$ cat src/rtl/tlcPkg.sv
package tlcPkg;

  typedef enum logic [3:0] {
    ST_RST   = 4'd0,
    ST_AGRN  = 4'd1,
    ST_AYEL  = 4'd2,
    ST_ARED  = 4'd3,
    ST_AWALK = 4'd4,
    ST_BGRN  = 4'd5,
    ST_BYEL  = 4'd6,
    ST_BRED  = 4'd7,
    ST_BWALK = 4'd8
  } tlcState_t;

  // strobes from control to datapath
  typedef struct packed {
    logic cntClear;
    logic walkClear;
  } tlcStrobe_t;

endpackage

$ cat src/rtl/tlcDatapath.sv
module tlcDatapath
  import tlcPkg::*;
#(
  parameter int CW = 4
) (
  input  logic          clk,
  input  logic          rst,
  input  logic          walkBtn,
  input  tlcStrobe_t    strobe,
  output logic [CW-1:0] cnt,
  output logic          walkPending
);

  // cycles spent in the present state, restarted on every state change
  always_ff @(posedge clk) begin
    if (rst || strobe.cntClear) begin
      cnt <= '0;
    end else if (cnt != {CW{1'b1}}) begin
      cnt <= cnt + 1'b1;
    end
  end

  // request latch: a press in the serving cycle survives the clear
  always_ff @(posedge clk) begin
    if (rst) begin
      walkPending <= 1'b0;
    end else begin
      walkPending <= (walkPending & ~strobe.walkClear) | walkBtn;
    end
  end

  a_r7_press_latched: assert property (@(posedge clk) disable iff (rst)
    walkBtn |=> walkPending);

endmodule

$ cat src/rtl/tlcFsm.sv
module tlcFsm
  import tlcPkg::*;
#(
  parameter int G_MIN = 3,
  parameter int G_MAX = 6,
  parameter int Y_LEN = 2,
  parameter int R_LEN = 2,
  parameter int W_LEN = 3,
  parameter int CW    = 4
) (
  input  logic          clk,
  input  logic          rst,
  input  logic          senseA,
  input  logic          senseB,
  input  logic [CW-1:0] cnt,
  input  logic          walkPending,
  output tlcStrobe_t    strobe,
  output logic          aGreen,
  output logic          aYellow,
  output logic          aRed,
  output logic          bGreen,
  output logic          bYellow,
  output logic          bRed,
  output logic          walkLamp
);

  localparam logic [CW-1:0] GMIN_LAST = CW'(G_MIN - 1);
  localparam logic [CW-1:0] GMAX_LAST = CW'(G_MAX - 1);
  localparam logic [CW-1:0] Y_LAST    = CW'(Y_LEN - 1);
  localparam logic [CW-1:0] R_LAST    = CW'(R_LEN - 1);
  localparam logic [CW-1:0] W_LAST    = CW'(W_LEN - 1);

  tlcState_t state, nextState;
  logic      greenDoneA, greenDoneB;

  assign greenDoneA = ((cnt >= GMIN_LAST) && !senseA) || (cnt >= GMAX_LAST);
  assign greenDoneB = ((cnt >= GMIN_LAST) && !senseB) || (cnt >= GMAX_LAST);

  always_comb begin
    nextState = state;
    case (state)
      ST_RST:   if (cnt == R_LAST) nextState = ST_AGRN;
      ST_AGRN:  if (greenDoneA)    nextState = ST_AYEL;
      ST_AYEL:  if (cnt == Y_LAST) nextState = ST_ARED;
      ST_ARED:  if (cnt == R_LAST) nextState = walkPending ? ST_AWALK : ST_BGRN;
      ST_AWALK: if (cnt == W_LAST) nextState = ST_BGRN;
      ST_BGRN:  if (greenDoneB)    nextState = ST_BYEL;
      ST_BYEL:  if (cnt == Y_LAST) nextState = ST_BRED;
      ST_BRED:  if (cnt == R_LAST) nextState = walkPending ? ST_BWALK : ST_AGRN;
      ST_BWALK: if (cnt == W_LAST) nextState = ST_AGRN;
      default:                     nextState = ST_RST;
    endcase
  end

  always_ff @(posedge clk) begin
    if (rst) state <= ST_RST;
    else     state <= nextState;
  end

  assign strobe.cntClear  = (nextState != state);
  assign strobe.walkClear = (nextState != state) &&
                            ((nextState == ST_AWALK) || (nextState == ST_BWALK));

  // Moore decode
  assign aGreen   = (state == ST_AGRN);
  assign aYellow  = (state == ST_AYEL);
  assign aRed     = !(aGreen || aYellow);
  assign bGreen   = (state == ST_BGRN);
  assign bYellow  = (state == ST_BYEL);
  assign bRed     = !(bGreen || bYellow);
  assign walkLamp = (state == ST_AWALK) || (state == ST_BWALK);

  a_r2_starts_with_a: assert property (@(posedge clk) disable iff (rst)
    (state == ST_RST) |=> (state == ST_RST || state == ST_AGRN));

  a_r3_green_min: assert property (@(posedge clk) disable iff (rst)
    ((state == ST_AGRN || state == ST_BGRN) && cnt < GMIN_LAST) |=> $stable(state));

  a_r4_green_cap: assert property (@(posedge clk) disable iff (rst)
    (state == ST_AGRN || state == ST_BGRN) |-> (cnt <= GMAX_LAST));

  a_r6_yellow_to_red: assert property (@(posedge clk) disable iff (rst)
    (state == ST_AYEL) |=> (state == ST_AYEL || state == ST_ARED));

  a_r7_no_unrequested_walk: assert property (@(posedge clk) disable iff (rst)
    (!walkPending && (state == ST_ARED || state == ST_BRED)) |=> !walkLamp);

endmodule

$ cat src/rtl/trafficLightCtrl.sv
module trafficLightCtrl
  import tlcPkg::*;
#(
  parameter int G_MIN = 8,
  parameter int G_MAX = 24,
  parameter int Y_LEN = 4,
  parameter int R_LEN = 2,
  parameter int W_LEN = 10
) (
  input  logic clk,
  input  logic rst,
  input  logic walkBtn,
  input  logic senseA,
  input  logic senseB,
  output logic aGreen,
  output logic aYellow,
  output logic aRed,
  output logic bGreen,
  output logic bYellow,
  output logic bRed,
  output logic walkLamp
);

  localparam int LONG1   = (G_MAX > Y_LEN) ? G_MAX : Y_LEN;
  localparam int LONG2   = (R_LEN > W_LEN) ? R_LEN : W_LEN;
  localparam int LONGEST = (LONG1 > LONG2) ? LONG1 : LONG2;
  localparam int CW      = $clog2(LONGEST) + 1;

  tlcStrobe_t    strobe;
  logic [CW-1:0] cnt;
  logic          walkPending;

  tlcDatapath #(.CW(CW)) uDatapath (
    .clk        (clk),
    .rst        (rst),
    .walkBtn    (walkBtn),
    .strobe     (strobe),
    .cnt        (cnt),
    .walkPending(walkPending)
  );

  tlcFsm #(
    .G_MIN(G_MIN), .G_MAX(G_MAX), .Y_LEN(Y_LEN),
    .R_LEN(R_LEN), .W_LEN(W_LEN), .CW(CW)
  ) uFsm (
    .clk        (clk),
    .rst        (rst),
    .senseA     (senseA),
    .senseB     (senseB),
    .cnt        (cnt),
    .walkPending(walkPending),
    .strobe     (strobe),
    .aGreen     (aGreen),
    .aYellow    (aYellow),
    .aRed       (aRed),
    .bGreen     (bGreen),
    .bYellow    (bYellow),
    .bRed       (bRed),
    .walkLamp   (walkLamp)
  );

  a_r1_no_dual_green: assert property (@(posedge clk) disable iff (rst)
    !(aGreen && bGreen));

endmodule

$ cat config.mk
export PLATFORM = sky130hd
export DESIGN_NAME = trafficLightCtrl
export DESIGN_NICKNAME = d
export VERILOG_FILES = /design/src/rtl/tlcPkg.sv /design/src/rtl/tlcDatapath.sv /design/src/rtl/tlcFsm.sv /design/src/rtl/trafficLightCtrl.sv
export SDC_FILE = /design/constraint.sdc
export NUM_CORES = 1
export LEC_CHECK = 0
export ABC_AREA = 1
export BUFFER_PORTS_ARGS = -buffer_cell sky130_fd_sc_hd__buf_2
export CORE_UTILIZATION = 50
export CTS_CLUSTER_SIZE = 30
export DETAILED_ROUTE_END_ITERATION = 10
export GPL_TIMING_DRIVEN = 1
export PLACE_DENSITY = 0.71
export SLEW_MARGIN = 15
export SYNTH_ARGS = -nofsm -noshare
export SYNTH_HDL_FRONTEND = slang
export SYNTH_SLANG_ARGS = --single-unit
$ cat constraint.sdc
create_clock -name clk -period 4.15 [get_ports clk]
set_clock_uncertainty 0.1 [all_clocks]
set_input_delay 0.83 -clock clk [delete_from_list [all_inputs] [get_ports clk]]
set_output_delay 0.83 -clock clk [all_outputs]
set_load 0.005 [all_outputs]
==> flow_summary.toml, run 1 <==
[clocking]
cts.sinks = 11
numCtsBuffers = 3
clk_latency_ns = 0.27
clkSlewWorstSetupHoldPaths_ns = 0.07
hold_buffers = 0
cts_tree = "built"
cts_setup_buffers = 0
root_buffer = "clkbuf_4"
cts-resized-gates = 0
h-tree-depth = 1
clockBufferDepth = 2

[synthesis]
synth_common_cells = "nand2_1, nor2_1, inv_1, nand3_1, dfxtp_1"
synth-seq-cells = 11
synth_edf_count = 0
synth_top_area_share_pct = 26.6
synth_cells = 141
synth_area_leaders = "dfxtp_1, nand2_1, nor2_1"
synth.cell_area_um2 = 828
yosysSeqAreaShare_pct = 26.6
yosysMostFrequentCell = "nand2_1"
synth_nets = 148
synth_cell_types = 21
synth_top_cell_by_area = "dfxtp_1"
yosys_warnings = 0
ys_async_sr_fraction_pct = 0
avgSynthCellArea_um2 = 5.87
yosys_most_used_dff = "dfxtp_1"

[setup_path]
reg2regPathDepth = 10
cp_max_fo = 5
worstSetupStartpointType = "flop"
regToRegStartpoint = "uDatapath.cnt[0]"
critical_path_class = "flop to output pin"
regToRegSetupSlack_ns = 2.26
end_kind = "output pin"
crit_arrival_ns = 1.32
critical_path_required_ns = 3.22
crit-reg2reg-capture = "uDatapath.cnt[2]"

[global_route]
grt_pass1_vias = 755
grt_max_degree = 9
grt_usage_pct = 21.1
antenna_found_initial = 0
overflow = 0
grt_pass1_wl_um = 2920

[sta]
setup_tns_ns = 0
worst_pin_slew_ns = 0.297
fmax_mhz = 445
finalMaxSlewViolations = 0
fin_crit_sh_pct = 54.1
hold_ws_ns = 0.364
setup_viol = 0
setup_slack_ns = 1.90
max_slew_margin_pct = 80.2
min_period_ns = 2.25
final_hold_viol_count = 0
rsz0062_at_grt = "false"

[power_and_ir_drop]
power_frac_clock_pct = 20.2
internal_power_uw = 208
pwr_density_cell_nw_per_um2 = 382
power_frac_comb_pct = 42.0
vdd_drop_max_mv = 0.299
p_seq_share_pct = 37.9
switching_power_uw = 143
leakage_uw = 0.000473
switching_share_pct = 40.8

[layout]
insertedDiodeCount = 0
areaGrowthSynthToFinish_pct = 11.0
drive_gt1_share_pct = 16.8
final_cells = 171
finalNetCount = 163
post-route-util_pct = 60.3

[route]
wl_per_cell_um = 9.29
firstDrtPassIters = 4
dr_total_vias = 856
drc = 0
first_iter_violations = 25
postRouteAntennaNets = 0
totalWireLength_um = 1590
via_per_inst = 5.01

[placement]
portBuffers = 11
dpl.cell_count = 167
dp.final_hpwl_um = 1330
pre_cts_ws_ns = 2.19
gp_congestion = 0.846

[floorplan]
row_count = 14
die_width_um = 42.7
die-area_um2 = 1820
coreArea_um2 = 1520
start_util_pct = 54.4
ios = 12
die_h_um = 42.7

[worst_hold_path]
holdPathStages = 2
min_path_type = "flop to flop"
hp-start = "uDatapath.walkPending"
holdPathEnd = "uDatapath.walkPending"

[flow_run]
cap_violations = 0

[outcome]
run_status = "finished, final reports clean"
## cell type report
class,instances,area [um^2]
inverters,21,78.8
flip-flops and latches,11,220
clock inverters,1,5.00
clock buffers,3,22.5
multi-input cells,108,518
fillers,146,604
repair buffers,11,55.1
well taps,16,20.0
## flip-flops by register name (all words and copies together), names as in the netlist
register               flops
uFsm.state                 4
uDatapath.walkPending      1
uDatapath.cnt              6
## cells by family after synthesis
family,Yosys count,synth area share [%]
AO/OA/AOI/OAI,17,13.0
XOR/XNOR,1,1.06
AND/OR/NAND/NOR,88,45.5
buffers and inverters,22,10.9
adder cells (fa/ha/maj),2,3.02
flip-flops,11,26.6
## critical path, stage by stage, from the launching register on
cell and delay, ns:
dfxtp_1 0.35, inv_2 0.09, nand2_1 0.05, nor2_1 0.18
inv_1 0.08, nor2_1 0.13, nor2_1 0.05, buf_2 0.12
## per-stage QoR
| step | instance area (um^2) | total power, uW |
|---|---|---|
| 2_1_floorplan | 828 | 251 |
| 3_3_place_gp | 892 | 283 |
| 3_5_place_dp | 892 | 283 |
| 4_1_cts | 920 | 356 |
| 5_1_grt | 920 | 386 |
| 6_report | 920 | 352 |
## how the worst max path moves through the flow
stage / startpoint / endpoint / slack (ns) / cells past startpoint
floorplan: uFsm.state[3] / aRed / 2.37 / 6
global placement: uFsm.state[3] / bRed / 2.19 / 7
detailed placement: uFsm.state[3] / bRed / 2.19 / 7
CTS: uFsm.state[3] / bRed / 1.90 / 7
global route: uFsm.state[3] / aRed / 1.75 / 7
finish: uFsm.state[3] / bRed / 1.90 / 7
## cells in the final DEF, fill, tap and decap left out, drive strengths merged, types with 2 or more instances in the layout
cell,count
a21oi,7
ha,2
o31ai,2
nand4,2
clkbuf,3
inv,21
nor2,32
buf,11
o21ai,4
nand2,37
dfxtp,11
nand3,17
## layer usage
| metal | vias up | part of all wire, % | GRT usage (%) |
|---|---|---|---|
| met5 | - | 0 | 0 |
| met4 | 0 | 1.8 | 9.38 |
| met3 | 4 | 3.8 | 5.11 |
| met2 | 22 | 42 | 30.9 |
| met1 | 357 | 52 | 29.0 |
| li1 | 473 | - | - |
## power by group through the flow
stage / Sequential, uW / Combinational (uW) / Clock, uW
after floorplan: 132 / 119 / 0
after global placement: 135 / 147 / 0
after detailed placement: 135 / 147 / 0
after CTS: 133 / 149 / 74.0
after global routing: 136 / 168 / 81.4
final: 133 / 148 / 71.0
Note: power is estimated with default switching activity, not from simulation.
==> inputs of run 2 (changes only) <==
- clock period: 4.15 -> 2.1 ns (I/O delays scaled with it)
==> flow_summary.toml, run 2 (same netlist as run 1, synthesis figures left out) <==
[outcome]
run_status = "finished, final reports clean"

[global_route]
overflow = 0
grt_pass1_wl_um = 3370
grt_pass1_vias = 879
antenna_found_initial = 0
grt_usage_pct = 23.4
grt_max_degree = 9

[clocking]
clk_latency_ns = 0.26
clockBufferDepth = 2
hold_buffers = 0
cts.sinks = 11
root_buffer = "clkbuf_4"
cts_setup_buffers = 0
h-tree-depth = 1
cts_tree = "built"
clkSlewWorstSetupHoldPaths_ns = 0.07
numCtsBuffers = 3
cts-resized-gates = 0

[sta]
fmax_mhz = 523
fin_crit_sh_pct = 91.0
final_hold_viol_count = 0
rsz0062_at_grt = "false"
finalMaxSlewViolations = 0
max_slew_margin_pct = 80.1
setup_slack_ns = 0.190
worst_pin_slew_ns = 0.298
setup_viol = 0
min_period_ns = 1.91
setup_tns_ns = 0

[layout]
final_cells = 171
largest_reg_flops = 6
areaGrowthSynthToFinish_pct = 11.0
fillers = 156
top_regs = "uDatapath.cnt x6, uFsm.state x4, uDatapath.walkPending x1"
regMostFlops = "uDatapath.cnt"
layout_commonest_cell = "nand2_1"
drive_gt1_share_pct = 16.8
insertedDiodeCount = 0
layout_common_cells = "nand2_1, nor2_1, inv_1"
finalNetCount = 163

[route]
totalWireLength_um = 1760
first_iter_violations = 29
drc = 0
dr_total_vias = 893
postRouteAntennaNets = 0
wl_per_cell_um = 10.3
via_per_inst = 5.22
firstDrtPassIters = 4

[setup_path]
regToRegSetupSlack_ns = 0.19
end_kind = "flop"
cp_max_fo = 7
regToRegStartpoint = "uDatapath.cnt[0]"
crit_arrival_ns = 2.00
critical_path_class = "flop to flop"
reg2regPathDepth = 10
worstSetupEndpoint = "uDatapath.cnt[2]"
crit-reg2reg-capture = "uDatapath.cnt[2]"
worstSetupStartpointType = "flop"
critical_path_required_ns = 2.19
startpoint = "uDatapath.cnt[0]"

[placement]
gp_congestion = 0.890
portBuffers = 11
dp.final_hpwl_um = 1480
dpl.cell_count = 167
pre_cts_ws_ns = 0.206

[floorplan]
die_width_um = 42.7
ios = 12
start_util_pct = 54.4
row_count = 14
die_h_um = 42.7
die-area_um2 = 1820
coreArea_um2 = 1520

[power_and_ir_drop]
vdd_drop_max_mv = 0.504
leakage_uw = 0.000473
pwr_density_cell_nw_per_um2 = 769
power_uw = 708

[worst_hold_path]
min_path_type = "input pin to flop"

[flow_run]
cap_violations = 0
==> run 2: layer usage <==
metal	vias up	routed length [um]	track usage, %
met5	-	0	0
li1	476	-	-
met3	2	59	2.55
met2	19	811	37.0
met4	0	14	10.6
met1	396	874	31.8
==> run 2: cell type report <==
| type | instances | area, um^2 | area share [%] |
|---|---|---|---|
| tap | 16 | 20.0 | 2.18 |
| inverter | 21 | 78.8 | 8.57 |
| timing repair buffer | 11 | 55.1 | 5.99 |
| clock buffer | 3 | 22.5 | 2.45 |
| clock inverter | 1 | 5.00 | 0.544 |
| sequential | 11 | 220 | 23.9 |
| multi-input combinational | 108 | 518 | 56.3 |
==> run 2: metrics by stage <==
stage	util, %	area (um^2)	hold WS [ns]
3_5_place_dp	58.5	892	0.370
4_1_cts	60.3	920	0.247
5_1_grt	60.3	920	0.258
3_3_place_gp	58.5	892	0.355
6_report	60.3	920	0.253
2_1_floorplan	-	828	0.333
==> run 2: worst min path at each step <==
stage                                from                     to  slack (ns)  cells past startpoint
finish                                rst  uDatapath.walkPending        0.25                      2
global route                          rst  uDatapath.walkPending        0.26                      2
CTS                                   rst  uDatapath.walkPending        0.25                      2
detailed placement  uDatapath.walkPending  uDatapath.walkPending        0.37                      2
global placement    uDatapath.walkPending  uDatapath.walkPending        0.35                      2
floorplan           uDatapath.walkPending  uDatapath.walkPending        0.33                      2
==> run 2: report_power, final <==
part / total, uW / internal (uW) / switching [uW]
combinational: 308 / 109 / 198
clock: 135 / 70.2 / 65.2
sequential: 264 / 233 / 31.7
total: 708 / 412 / 295
==> run 2: critical path: stages, from the launching register on <==
cell      delay (ns)
dfxtp_1         0.35
ha_1            0.25
nand2_2         0.14
nand3_1         0.09
nand2_1         0.12
nand2_1         0.07
nand2_1         0.05
nand3_1         0.15
a21oi_2         0.20
nand3_2         0.16
a211oi_2        0.16
==> inputs of run 3 (changes only) <==
- CORE_ASPECT_RATIO: default -> 1.75
- CORE_UTILIZATION: 50 -> 36
- PLACE_DENSITY: 0.71 -> default
==> flow_summary.toml, run 3 (same netlist as run 1, synthesis figures left out) <==
[setup_path]
startpoint = "uDatapath.cnt[0]"
slowest_stage = "dfxtp_1"
cp_max_fo = 6
regToRegStartpoint = "uDatapath.cnt[0]"
end_kind = "flop"
critical_path_class = "flop to flop"
worstSetupStartpointType = "flop"
cpPeakStageDelay_ns = 0.39
regToRegSetupSlack_ns = 0.18
reg2regPathDepth = 7
crit_arrival_ns = 2.00
worstSetupEndpoint = "uDatapath.cnt[2]"
crit-reg2reg-capture = "uDatapath.cnt[2]"
path_cells = "ha_1 -> nand3_1 -> a21oi_1 -> nand3_1 -> a21oi_2 -> nand3_4 -> a211oi_2"
critical_path_required_ns = 2.17
critPathMostFrequentCell = "nand3_1"

[route]
firstDrtPassIters = 4
postRouteAntennaNets = 0
via_per_inst = 5.16
dr_total_vias = 923
totalWireLength_um = 2020
first_iter_violations = 19
wl_per_cell_um = 11.3
drc = 0

[clocking]
cts.sinks = 11
clockBufferDepth = 2
clk_latency_ns = 0.25
root_buffer = "clkbuf_4"
h-tree-depth = 1
cts_tree = "built"
clkSlewWorstSetupHoldPaths_ns = 0.06
numCtsBuffers = 3

[global_route]
overflow = 0
grt_pass1_wl_um = 3390
antenna_found_initial = 0
grt_usage_pct = 18.4
grt_max_degree = 9
grt_pass1_vias = 875

[layout]
layout_common_cells = "nand2_1, nor2_1, inv_1"
top_regs = "uDatapath.cnt x6, uFsm.state x4, uDatapath.walkPending x1"
drive_gt1_share_pct = 16.1
insertedDiodeCount = 0
regMostFlops = "uDatapath.cnt"
finalNetCount = 163
layout_commonest_cell = "nand2_1"
areaGrowthSynthToFinish_pct = 13.0
largest_reg_flops = 6

[floorplan]
ios = 12
die-area_um2 = 2500
die_h_um = 65.5
row_count = 22
coreArea_um2 = 2150
start_util_pct = 38.6
die_width_um = 38.3

[placement]
dp.final_hpwl_um = 1710
gp_congestion = 0.863
pre_cts_ws_ns = 0.169
portBuffers = 11

[power_and_ir_drop]
pwr_density_cell_nw_per_um2 = 765
vdd_drop_max_mv = 0.343
leakage_uw = 0.000471

[worst_hold_path]
min_path_type = "input pin to flop"

[sta]
finalMaxSlewViolations = 0
final_hold_viol_count = 0
worst_pin_slew_ns = 0.298
max_slew_margin_pct = 80.1
setup_slack_ns = 0.179
setup_viol = 0
fin_crit_sh_pct = 91.5
setup_tns_ns = 0
rsz0062_at_grt = "false"
fmax_mhz = 521
min_period_ns = 1.92

[flow_run]
cap_violations = 0

[outcome]
run_status = "finished, final reports clean"
==> run 3: worst min path at each step <==
stage	startpoint	slack, ns	endpoint	cells past startpoint
finish	rst	0.27	uFsm.state[3]	2
global route	rst	0.28	uDatapath.walkPending	2
CTS	rst	0.26	uFsm.state[3]	2
detailed placement	uDatapath.walkPending	0.36	uDatapath.walkPending	2
global placement	uDatapath.walkPending	0.36	uDatapath.walkPending	2
floorplan	uDatapath.walkPending	0.33	uDatapath.walkPending	2
==> run 3: critical path, delay by kind of cell (launching register included) <==
kind | cells | cell delay (ns)
flops | 1 | 0.39
compound gates | 3 | 0.60
fa+ha+maj | 1 | 0.29
simple gates | 3 | 0.45
==> run 3: final cells by class <==
cell class | instances | area, um^2
Inverter | 21 | 78.8
Multi-Input combinational cell | 108 | 526
Tap cell | 24 | 30.0
Clock buffer | 4 | 26.3
Timing Repair Buffer | 11 | 55.1
Sequential cell | 11 | 220
Fill cell | 243 | 1210
==> run 3: power breakdown <==
group          switching, uW  internal, uW
Sequential              31.7           233
Clock                   59.5          73.2
Combinational            205           114
Total                    296           420
==> run 3: per-stage QoR <==
stage	utilization [%]	total power, uW	hold WS [ns]	instances	area, um^2
final	43.6	716	0.267	179	936
after global routing	43.6	780	0.282	179	936
after detailed placement	42.0	582	0.362	175	902
after floorplan	-	495	0.333	141	828
after global placement	42.0	573	0.358	175	902
after CTS	43.2	717	0.261	179	928
==> run 3: routing by layer <==
layer | vias to the layer above | wire, um | global-route usage (%)
met2 | 26 | 1150 | 36.4
li1 | 474 | - | -
met3 | 6 | 59 | 1.69
met5 | - | 0 | 0
met1 | 417 | 770 | 17.4
met4 | 0 | 44 | 7.59
==> run 3: what timing repair did <==
action / CTS / global route
hold buffers: 0 / 0
endpoints found under the setup margin: 0 / 1
setup buffers: 0 / 0
resized for setup: 0 / 1
endpoints found under the hold margin: 0 / 0
